File: src/rtl/regwin_pkg.sv
package regwin_pkg;

  localparam int SEL_W  = 8;
  localparam int WORD_W = 32;
  localparam int ENT_W  = 64;

  localparam logic [SEL_W-1:0] SEL_IDW  = 8'h00;
  localparam logic [SEL_W-1:0] SEL_VERW = 8'h01;
  localparam logic [SEL_W-1:0] SEL_ARBW = 8'h02;
  localparam logic [SEL_W-1:0] SEL_TBL0 = 8'h10;

  // Window target selected by the current select value
  typedef enum logic [2:0] {
    TGT_NONE,
    TGT_IDW,
    TGT_VERW,
    TGT_ARBW,
    TGT_ENT,
    TGT_ENT_OOR
  } win_tgt_e;

  typedef struct packed {
    win_tgt_e    tgt;
    logic [6:0]  ent;   // entry number derived from select
    logic        hi;    // odd select reaches bits 63:32
  } win_dec_t;

  // Redirection entry layout
  typedef struct packed {
    logic [7:0]  dest;
    logic [38:0] rsvd;
    logic        mask;
    logic        level;
    logic        rirr;
    logic        pol;
    logic        dstat;
    logic        dmode;
    logic [2:0]  dlv;
    logic [7:0]  vec;
  } redir_ent_t;

  localparam redir_ent_t ENT_RESET = '{mask: 1'b1, default: '0};

endpackage

File: src/rtl/regwin_decode.sv
module regwin_decode
  import regwin_pkg::*;
#(
  parameter int NUM_PINS = 24
) (
  input  logic [SEL_W-1:0] sel,
  output win_dec_t         dec
);

  localparam logic [6:0] ENT_LIMIT = 7'(NUM_PINS);

  logic [SEL_W-1:0] ofs;

  always_comb begin
    ofs     = sel - SEL_TBL0;
    dec.ent = '0;
    dec.hi  = sel[0];
    dec.tgt = TGT_NONE;
    if (sel >= SEL_TBL0) begin
      dec.ent = ofs[7:1];
      dec.tgt = (ofs[7:1] < ENT_LIMIT) ? TGT_ENT : TGT_ENT_OOR;
    end else begin
      unique case (sel)
        SEL_IDW:  dec.tgt = TGT_IDW;
        SEL_VERW: dec.tgt = TGT_VERW;
        SEL_ARBW: dec.tgt = TGT_ARBW;
        default:  dec.tgt = TGT_NONE;
      endcase
    end
  end

endmodule

File: src/rtl/regwin_table.sv
module regwin_table
  import regwin_pkg::*;
#(
  parameter int NUM_PINS = 24,
  parameter int PIN_W    = 5
) (
  input  logic                      clk,
  input  logic                      rst_n,
  input  logic                      wr_en,
  input  logic [PIN_W-1:0]          wr_ent,
  input  logic                      wr_hi,
  input  logic [WORD_W-1:0]         wr_data,
  output logic [NUM_PINS*ENT_W-1:0] tbl_flat,
  output redir_ent_t                old_ent,
  output redir_ent_t                new_ent
);

  redir_ent_t ent_arr [NUM_PINS];

  // Pick the addressed entry without indexing past the table
  always_comb begin
    old_ent = ENT_RESET;
    for (int i = 0; i < NUM_PINS; i++) begin
      if (wr_ent == PIN_W'(i)) old_ent = ent_arr[i];
    end
  end

  // Merge one written half into the addressed entry
  always_comb begin
    new_ent = old_ent;
    if (wr_hi) begin
      new_ent[ENT_W-1:WORD_W] = wr_data;
    end else begin
      new_ent[WORD_W-1:0] = wr_data;
      new_ent.rirr        = 1'b0;
    end
  end

  for (genvar i = 0; i < NUM_PINS; i++) begin : g_ent
    redir_ent_t q;
    logic       hit;

    assign hit = wr_en && (wr_ent == PIN_W'(i));

    always_ff @(posedge clk or negedge rst_n) begin
      if (!rst_n) begin
        q <= ENT_RESET;
      end else if (hit) begin
        q <= new_ent;
      end
    end

    assign ent_arr[i] = q;
    assign tbl_flat[i*ENT_W +: ENT_W] = q;

    // a low-half write leaves remote-IRR clear
    p_low_clears_rirr_r6: assert property (@(posedge clk) disable iff (!rst_n)
      hit && !wr_hi |=> !q.rirr);

    // a high-half write keeps bits 31:0
    p_hi_keeps_low_r6: assert property (@(posedge clk) disable iff (!rst_n)
      hit && wr_hi |=> q[WORD_W-1:0] == $past(q[WORD_W-1:0]));
  end

endmodule

File: src/rtl/regwin_notify.sv
module regwin_notify
  import regwin_pkg::*;
#(
  parameter int PIN_W = 5
) (
  input  logic             clk,
  input  logic             rst_n,
  input  logic             wr_en,
  input  logic [PIN_W-1:0] wr_ent,
  input  redir_ent_t       old_ent,
  input  redir_ent_t       new_ent,
  input  logic             irr_bit,
  output logic             mask_evt_valid,
  output logic [PIN_W-1:0] mask_evt_pin,
  output logic             mask_evt_value,
  output logic             svc_req_valid,
  output logic [PIN_W-1:0] svc_req_pin
);

  logic mask_fire_d;
  logic svc_fire_d;

  always_comb begin
    mask_fire_d = wr_en && (old_ent.mask != new_ent.mask);
    svc_fire_d  = wr_en && new_ent.level && irr_bit;
  end

  always_ff @(posedge clk or negedge rst_n) begin
    if (!rst_n) begin
      mask_evt_valid <= 1'b0;
      svc_req_valid  <= 1'b0;
    end else begin
      mask_evt_valid <= mask_fire_d;
      svc_req_valid  <= svc_fire_d;
    end
  end

  always_ff @(posedge clk or negedge rst_n) begin
    if (!rst_n) begin
      mask_evt_pin   <= '0;
      mask_evt_value <= 1'b0;
    end else if (mask_fire_d) begin
      mask_evt_pin   <= wr_ent;
      mask_evt_value <= new_ent.mask;
    end
  end

  always_ff @(posedge clk or negedge rst_n) begin
    if (!rst_n) begin
      svc_req_pin <= '0;
    end else if (svc_fire_d) begin
      svc_req_pin <= wr_ent;
    end
  end

  // a mask pulse only follows an accepted entry write
  p_mask_evt_after_wr_r7: assert property (@(posedge clk) disable iff (!rst_n)
    mask_evt_valid |-> $past(wr_en));

  // a service pulse only follows an accepted entry write
  p_svc_after_wr_r8: assert property (@(posedge clk) disable iff (!rst_n)
    svc_req_valid |-> $past(wr_en));

endmodule

File: src/rtl/irq_regwin.sv
module irq_regwin
  import regwin_pkg::*;
#(
  parameter int         NUM_PINS = 24,
  parameter logic [7:0] VERSION  = 8'h11
) (
  input  logic                          clk,
  input  logic                          rst_n,
  input  logic                          bus_valid,
  input  logic                          bus_write,
  input  logic                          bus_addr,
  input  logic [31:0]                   bus_wdata,
  output logic [31:0]                   bus_rdata,
  input  logic [NUM_PINS-1:0]           pin_irr,
  output logic [NUM_PINS*64-1:0]        table_out,
  output logic                          mask_evt_valid,
  output logic [$clog2(NUM_PINS)-1:0]   mask_evt_pin,
  output logic                          mask_evt_value,
  output logic                          svc_req_valid,
  output logic [$clog2(NUM_PINS)-1:0]   svc_req_pin
);

  localparam int         PIN_W   = $clog2(NUM_PINS);
  localparam logic [7:0] MAX_PIN = 8'(NUM_PINS - 1);
  localparam logic [31:0] VER_WORD = {8'h00, MAX_PIN, 8'h00, VERSION};

  // Reset: asserted asynchronously, released on the clock
  logic [1:0] rst_pipe;
  logic       rst_sn;

  always_ff @(posedge clk or negedge rst_n) begin
    if (!rst_n) rst_pipe <= 2'b00;
    else        rst_pipe <= {rst_pipe[0], 1'b1};
  end
  assign rst_sn = rst_pipe[1];

  // Access qualifiers
  logic sel_wr, win_wr, rd_en;
  assign sel_wr = bus_valid && bus_write && !bus_addr;
  assign win_wr = bus_valid && bus_write &&  bus_addr;
  assign rd_en  = bus_valid && !bus_write;

  // Select register
  logic [SEL_W-1:0] sel_q, sel_d;

  always_comb sel_d = bus_wdata[SEL_W-1:0];

  always_ff @(posedge clk or negedge rst_sn) begin
    if (!rst_sn)     sel_q <= '0;
    else if (sel_wr) sel_q <= sel_d;
  end

  win_dec_t dec;

  regwin_decode #(.NUM_PINS(NUM_PINS)) u_decode (
    .sel (sel_q),
    .dec (dec)
  );

  // ID register; the arbitration word only mirrors it
  logic [3:0] id_q, id_d;
  logic       id_we;

  always_comb begin
    id_we = win_wr && (dec.tgt == TGT_IDW);
    id_d  = bus_wdata[27:24];
  end

  always_ff @(posedge clk or negedge rst_sn) begin
    if (!rst_sn)    id_q <= '0;
    else if (id_we) id_q <= id_d;
  end

  // Redirection table
  logic             ent_we;
  logic [PIN_W-1:0] ent_idx;
  redir_ent_t       old_ent, new_ent;

  assign ent_we  = win_wr && (dec.tgt == TGT_ENT);
  assign ent_idx = dec.ent[PIN_W-1:0];

  regwin_table #(.NUM_PINS(NUM_PINS), .PIN_W(PIN_W)) u_table (
    .clk      (clk),
    .rst_n    (rst_sn),
    .wr_en    (ent_we),
    .wr_ent   (ent_idx),
    .wr_hi    (dec.hi),
    .wr_data  (bus_wdata),
    .tbl_flat (table_out),
    .old_ent  (old_ent),
    .new_ent  (new_ent)
  );

  // Pending level of the addressed pin
  logic irr_sel;
  always_comb begin
    irr_sel = 1'b0;
    for (int i = 0; i < NUM_PINS; i++) begin
      if (ent_idx == PIN_W'(i)) irr_sel = pin_irr[i];
    end
  end

  regwin_notify #(.PIN_W(PIN_W)) u_notify (
    .clk            (clk),
    .rst_n          (rst_sn),
    .wr_en          (ent_we),
    .wr_ent         (ent_idx),
    .old_ent        (old_ent),
    .new_ent        (new_ent),
    .irr_bit        (irr_sel),
    .mask_evt_valid (mask_evt_valid),
    .mask_evt_pin   (mask_evt_pin),
    .mask_evt_value (mask_evt_value),
    .svc_req_valid  (svc_req_valid),
    .svc_req_pin    (svc_req_pin)
  );

  // Read path
  logic [63:0] rd_ent;
  logic [31:0] win_word, rdata_d;

  always_comb begin
    rd_ent = '1;
    for (int i = 0; i < NUM_PINS; i++) begin
      if (ent_idx == PIN_W'(i)) rd_ent = table_out[i*64 +: 64];
    end
  end

  always_comb begin
    unique case (dec.tgt)
      TGT_IDW, TGT_ARBW: win_word = {4'h0, id_q, 24'h0};
      TGT_VERW:          win_word = VER_WORD;
      TGT_ENT:           win_word = dec.hi ? rd_ent[63:32] : rd_ent[31:0];
      TGT_ENT_OOR:       win_word = '1;
      default:           win_word = '0;
    endcase
    rdata_d = bus_addr ? win_word : {24'h0, sel_q};
  end

  always_ff @(posedge clk or negedge rst_sn) begin
    if (!rst_sn)    bus_rdata <= '0;
    else if (rd_en) bus_rdata <= rdata_d;
  end

  // Entry fields named by the notification pins
  logic evt_mask_now, svc_level_now;
  always_comb begin
    evt_mask_now  = 1'b0;
    svc_level_now = 1'b0;
    for (int i = 0; i < NUM_PINS; i++) begin
      if (mask_evt_pin == PIN_W'(i)) evt_mask_now  = table_out[i*64 + 16];
      if (svc_req_pin  == PIN_W'(i)) svc_level_now = table_out[i*64 + 15];
    end
  end

  p_sel_low8_r1: assert property (@(posedge clk) disable iff (!rst_sn)
    sel_wr |=> sel_q == $past(bus_wdata[7:0]));

  p_ver_readonly_r2: assert property (@(posedge clk) disable iff (!rst_sn)
    win_wr && dec.tgt == TGT_VERW |=> $stable(id_q) && $stable(table_out));

  p_id_load_r3: assert property (@(posedge clk) disable iff (!rst_sn)
    id_we |=> id_q == $past(bus_wdata[27:24]));

  p_oor_discard_r5: assert property (@(posedge clk) disable iff (!rst_sn)
    win_wr && dec.tgt == TGT_ENT_OOR |=> $stable(table_out) && !mask_evt_valid);

  p_mask_evt_value_r7: assert property (@(posedge clk) disable iff (!rst_sn)
    mask_evt_valid |-> evt_mask_now == mask_evt_value);

  p_svc_level_r8: assert property (@(posedge clk) disable iff (!rst_sn)
    svc_req_valid |-> svc_level_now);

  p_sel_read_r10: assert property (@(posedge clk) disable iff (!rst_sn)
    rd_en && !bus_addr |=> bus_rdata == {24'h0, $past(sel_q)});

endmodule

File: config.mk
export PLATFORM = sky130hd
export DESIGN_NAME = irq_regwin
export DESIGN_NICKNAME = d
export VERILOG_FILES = /design/src/rtl/regwin_pkg.sv /design/src/rtl/regwin_decode.sv /design/src/rtl/regwin_table.sv /design/src/rtl/regwin_notify.sv /design/src/rtl/irq_regwin.sv
export SDC_FILE = /design/constraint.sdc
export NUM_CORES = 2
export LEC_CHECK = 0
export CORE_AREA = 2 2 645 647
export DETAILED_ROUTE_END_ITERATION = 10
export DIE_AREA = 0 0 647 649
export GPL_TIMING_DRIVEN = 0
export PLACE_DENSITY = 0.47
export SETUP_SLACK_MARGIN = 0.4
export SLEW_MARGIN = 10
export SYNTH_ARGS = -nofsm -noshare
export SYNTH_HDL_FRONTEND = slang
export SYNTH_SLANG_ARGS = --single-unit
File: constraint.sdc
create_clock -name clk -period 62.7 [get_ports clk]
set_input_delay 12.54 -clock clk [delete_from_list [all_inputs] [get_ports clk]]
set_output_delay 12.54 -clock clk [all_outputs]
set_load 0.02 [all_outputs]
* Word level (Yosys, flattened, before mapping)
Cells that the tools add are included.
** Word-level totals
- Register bits :: 1595
- Memory bits (read-only) :: 0
- Output and inout bits :: 1581
- Latch bits :: 0
- Memories :: 0
- Input bits :: 61
- RAM bits :: 0
** Cells by class
- Multiply operators :: 0
- Divide/modulo/power cells :: 0
- Muxes and demuxes :: 81
- Order comparisons :: 2
- Reductions and logical operators :: 38
- $add $sub $neg :: 1
- Eq/ne operators :: 31
- Shifts and indexed selects :: 0
- Bitwise operators :: 0
** Operator list (count)
- 2-to-1 mux 64 bit :: 48
- 2-to-1 mux 32 bit :: 4
- one-hot mux 32 bit (4 select lines) :: 1
- == test 5 x 4 -> 1 bit, second input constant :: 8
- == test 5 bit, second input constant :: 8
- logical AND 1 bit :: 33
- 2-to-1 mux 1 bit :: 25
- == test 5 x 3 -> 1 bit, second input constant :: 4
- == test 5 x 2 -> 1 bit, second input constant :: 2
- == test 8 x 1 -> 1 bit, second input constant :: 1
- == test 8 x 2 -> 1 bit, second input constant :: 1
- greater-or-equal comparator 8 x 5 -> 1 bit, second input constant :: 1
- zero test 8 bit :: 1
- subtractor 8 x 5 -> 8 bit, second input constant :: 1
- < comparator 7 x 5 -> 1 bit, second input constant :: 1
- == test 3 x 2 -> 1 bit, second input constant :: 2
- == test 3 bit, second input constant :: 2
- one-hot mux 2 bit (3 select lines) :: 1
- == test 5 x 1 -> 1 bit, second input constant :: 1
- zero test 5 bit :: 1
- 2-to-1 mux 5 bit :: 1
- == test 3 x 1 -> 1 bit, second input constant :: 1
- 2-to-1 mux 3 bit :: 1
- zero test 1 bit :: 2
- other kinds (2) :: 2

* Longest topological paths before layout
- Depth in word-level cells :: 30
- Gate-level depth with buffers :: 17
- Gate-level depth less buffers :: 10

* Modules after synthesis
A second synthesis with hierarchy kept.
** Second synthesis, totals
- Cells, all modules :: 9845
- Area total of the unflattened synthesis :: 88173.3 µm²
** Modules (own cells, without submodules)
- regwin_table :: cells an instance 7416, seq. area each 38466.9 µm², area an instance 71648.7 µm², times used 1
- irq_regwin :: cells an instance 2363, seq. area each 1151.1 µm², area an instance 15783.9 µm², times used 1
- regwin_notify :: cells an instance 33, seq. area each 325.3 µm², area an instance 486.7 µm², times used 1
- regwin_decode :: cells an instance 33, seq. area each 0.0 µm², area an instance 254.0 µm², times used 1

* Worst setup path before layout
No wires, ideal clock.
- Path kind :: input to register
- From :: in bus_valid
- To :: reg u_table.g_ent[3].q, in the netlist u_table.tbl_flat[220]
- Path slack :: 48.119 ns
- Stages on the path :: 8
- Library setup time :: 0.149 ns
- Arrival time :: 14.432 ns
- Buffers on the path :: 4
- Required time :: 62.551 ns
- Path through :: nand3_1 > or3_1 > clkbuf_1 > clkbuf_1 > nor2_1 > clkbuf_1 > clkbuf_1 > a21oi_1
** On the way
- Word-level cells in the longest chain between the ends :: 4
** RTL lines
- from (decl) :: RTL line irq_regwin.sv:9 : input logic bus_valid,
- logical AND 1 bit (2 in a row) :: RTL line irq_regwin.sv:40 : assign win_wr = bus_valid && bus_write && bus_addr;
- logical AND 1 bit :: RTL line irq_regwin.sv:79 : assign ent_we = win_wr && (dec.tgt == TGT_ENT);
- logical AND 1 bit :: RTL line regwin_table.sv:43 : assign hit = wr_en && (wr_ent == PIN_W'(i));
- to (signal assigned) :: RTL line regwin_table.sv:49 : q <= new_ent;
- to (decl) :: RTL line regwin_table.sv:40 : redir_ent_t q;
No other way between the ends.
A chain may end at the register's enable or synchronous reset.

* Worst setup path in the final report
- From :: in bus_addr
- To :: reg u_table.g_ent[5].q, in the netlist u_table.tbl_flat[381]
** On the way
- Word-level cells in the longest chain between the ends :: 3
** RTL lines
- from (decl) :: RTL line irq_regwin.sv:11 : input logic bus_addr,
- logical AND 1 bit :: RTL line irq_regwin.sv:40
- logical AND 1 bit :: RTL line irq_regwin.sv:79
- logical AND 1 bit :: RTL line regwin_table.sv:43
- to (signal assigned) :: RTL line regwin_table.sv:49
- to (decl) :: RTL line regwin_table.sv:40
No other way between the ends.

==> reports/results.ini <==
[outcome]
outcome=finished with violations
failed_checks=max-capacitance violations, max-slew violations

[worst_setup_path]
critPathLaunchType=input pin
worstPathArrival_ns=18.18
path_cells=clkdlybuf4s50_1 -> nand3_1 -> or3_1 -> clkbuf_1 -> clkbuf_1 -> nor2_1 -> clkbuf_1 -> clkbuf_1 -> a21oi_1
cp_common_cell=clkbuf_1
max_stage_delay_ns=1.18
worstPathRequired_ns=63.55
path_max_fanout=10
endpoint_kind=register
path_class=input pin to register
cpMaxStageDelayCell=nor2_1

[job]
maxCapViolations=11

[logic_synthesis]
ys.flop_type=dfrtp_1
synth_common_cells=1,571 x dfrtp_1, 1,185 x mux2_2, 600 x nand2_1, 560 x nor2_1, 524 x a21oi_1
synth_top_area_share=0.501
synth_nets=7377
synth_edf_count=0
ys_types=80
ys_top_cells_by_area=dfrtp_1 50%, mux2_2 17%, a21oi_1 3.3%, nand2_1 2.9%, nor2_1 2.7%
yosys_register_bits=1595
yosysSeqAreaShare=0.509
synthArstFlopShare=1.00
syn-mean-instance-area_um2=10.7
synthesis.instances=7314
netlist_area_mm2=0.0784
synthMostInstantiatedCell=dfrtp_1
synth_top_cell_by_area=dfrtp_1
yosysWarningCount=0

[floorplanning]
die_w_um=647
rows=236
ios=1642
core_mm2=0.413
die_h_um=649
initial_core_util=0.190
die_area_mm2=0.420

[cts]
ctsResizeCount=0
cts_made_buffers=207
cts.htree.levels=4
clock_sinks=1595
cts_hold_buf=0
cts-root-buf=clkbuf_16
clockBufferDepth=4
cts_tree=yes
post-cts-setup-buffers=0
worstSkewPairLatency_ns=1.06
clkTransAtPathRegs_ns=0.07

[cells_and_area]
instances_no_fill=15000
fin_nets=9351
syn_to_final_growth_pct=42.2
layout-drive-gt1-share=0.215
n_fill_cell=43900

[sta]
setup_violations=0
grt_setup_unrepaired=false
setup_slack_ns=45.37
hold_ws_ns=0.353
max_slew_margin=-0.0646
period_needed_ns=17.33
period_share=0.276
drv_slew=84
fin_worst_skew_ns=0.108
hold_viol=0
worst_slew_pin_slew_ns=1.60
fmax_mhz=57.7
tns_ns=0

[global_route]
grt_pass1_wl_um=1010000
antenna_found_initial=115
grt_max_degree=61
grt_pass1_vias=80100
overflow=0
grt.total_usage=0.380

[drt]
final_antenna_net_count=0
num_vias=86000
vias_per_cell=5.73
drtPass1Iterations=9
routed_wl_um=827000
drt_iter0_markers=12900
wl_per_cell_um=55.1
drc_errors=0

[power_and_ir_drop]
p_per_area_mw_per_mm2=33.0
ir_drop_mv=0.0225
power_mw=3.68
p_leak_nw=46.2

[placement]
gp_congestion=1.08
hpwl_um=694000
place_ws_ns=44.68
port_buffers=1641
dp.cells=14500

[hold_path]
hp-class=register to register

registers in the layout, summed over array words and instances, names as in the netlist:
signal / flops
u_notify.svc_req_valid: 1
id_q: 4
u_notify.svc_req_pin: 5
rst_pipe: 2
u_notify.mask_evt_pin: 5
bus_rdata: 32
sel_q: 8
u_notify.mask_evt_value: 1
u_notify.mask_evt_valid: 1
u_table.tbl_flat: 1536
routing by layer:
metal | part of all wire | vias up | wire [um] | GRT usage
li1 | - | 31500 | - | -
met1 | 0.33 | 45100 | 272000 | 0.389
met2 | 0.45 | 7103 | 375000 | 0.606
met3 | 0.11 | 2233 | 90100 | 0.148
met4 | 0.11 | 12 | 90800 | 0.329
met5 | 0.00010 | - | 84 | 0.000229
through the flow:
stage          instance area (um^2)   util
2_1_floorplan                 78400      -
3_3_place_gp                 102000  0.246
3_5_place_dp                 104000  0.252
4_1_cts                      111000  0.270
5_1_grt                      111000  0.270
6_report                     112000  0.270
cell families after synthesis:
| group | synth area share |
|---|---|
| compound gates | 0.187 |
| flops | 0.509 |
| simple gates | 0.0800 |
| mux | 0.187 |
| buf+inv | 0.0368 |
| fa+ha+maj | 0.000319 |
| other cells | 0.0000478 |
| xor+xnor | 0.000112 |
worst paths after layout:
check	end	startpoint	cells after the start	slack, ns
worst max-delay path	u_table.tbl_flat[381]	bus_addr	9	45.37
worst min-delay path	rst_pipe[1]	rst_pipe[0]	0	0.35
worst max register to register	bus_rdata[6]	sel_q[4]	17	54.47
worst min register to register	rst_pipe[1]	rst_pipe[0]	0	0.35
max in group asynchronous	rst_pipe[1]	rst_n	1	50.90
min in group asynchronous	u_table.tbl_flat[461]	rst_pipe[1]	0	0.41
worst max-delay path, delay by kind of cell:
kind                   cells  cell delay (ns)
buffers and inverters      5             3.44
AOI/OAI and AO/OA          1             0.16
and+or+nand+nor            3             1.98
cell type report:
cell class	count	area [um^2]	share of cell area
diodes	82	205	0.00184
plain buffers	708	2990	0.0269
clock buffers	306	6060	0.0544
clock inverters	78	1110	0.00993
inverters	14	52.6	0.000471
multi-input cells	4997	35800	0.321
flip-flops and latches	1595	39900	0.358
well taps	5474	6850	0.0614
repair buffers	1765	18500	0.166
report_power, final:
group / switching (mW) / internal, mW / leakage, nW
combinational: 0.889 / 0.282 / 21.0
sequential: 0.114 / 1.08 / 21.7
clock: 0.562 / 0.755 / 3.51
placed cells by master (no fill, tap or decap), drive strengths merged, types with 32 or more instances in the layout:
| cell type | instances |
|---|---|
| clkdlybuf4s50 | 1641 |
| dfrtp | 1571 |
| mux2 | 1185 |
| clkbuf | 819 |
| nand2 | 600 |
| nor2 | 560 |
| a21oi | 524 |
| o21ai | 412 |
| buf | 319 |
| o22ai | 265 |
| a22oi | 258 |
| mux2i | 129 |
| a221oi | 103 |
| diode | 82 |
| o221ai | 80 |
| a31oi | 75 |
| nand3 | 74 |
| a222oi | 62 |
| nor3 | 61 |
| a22o | 48 |
| o211ai | 43 |
| clkinv | 41 |
| o22a | 38 |
| nor4 | 34 |
| and3 | 32 |
Note: power is estimated with default switching activity, not from simulation.
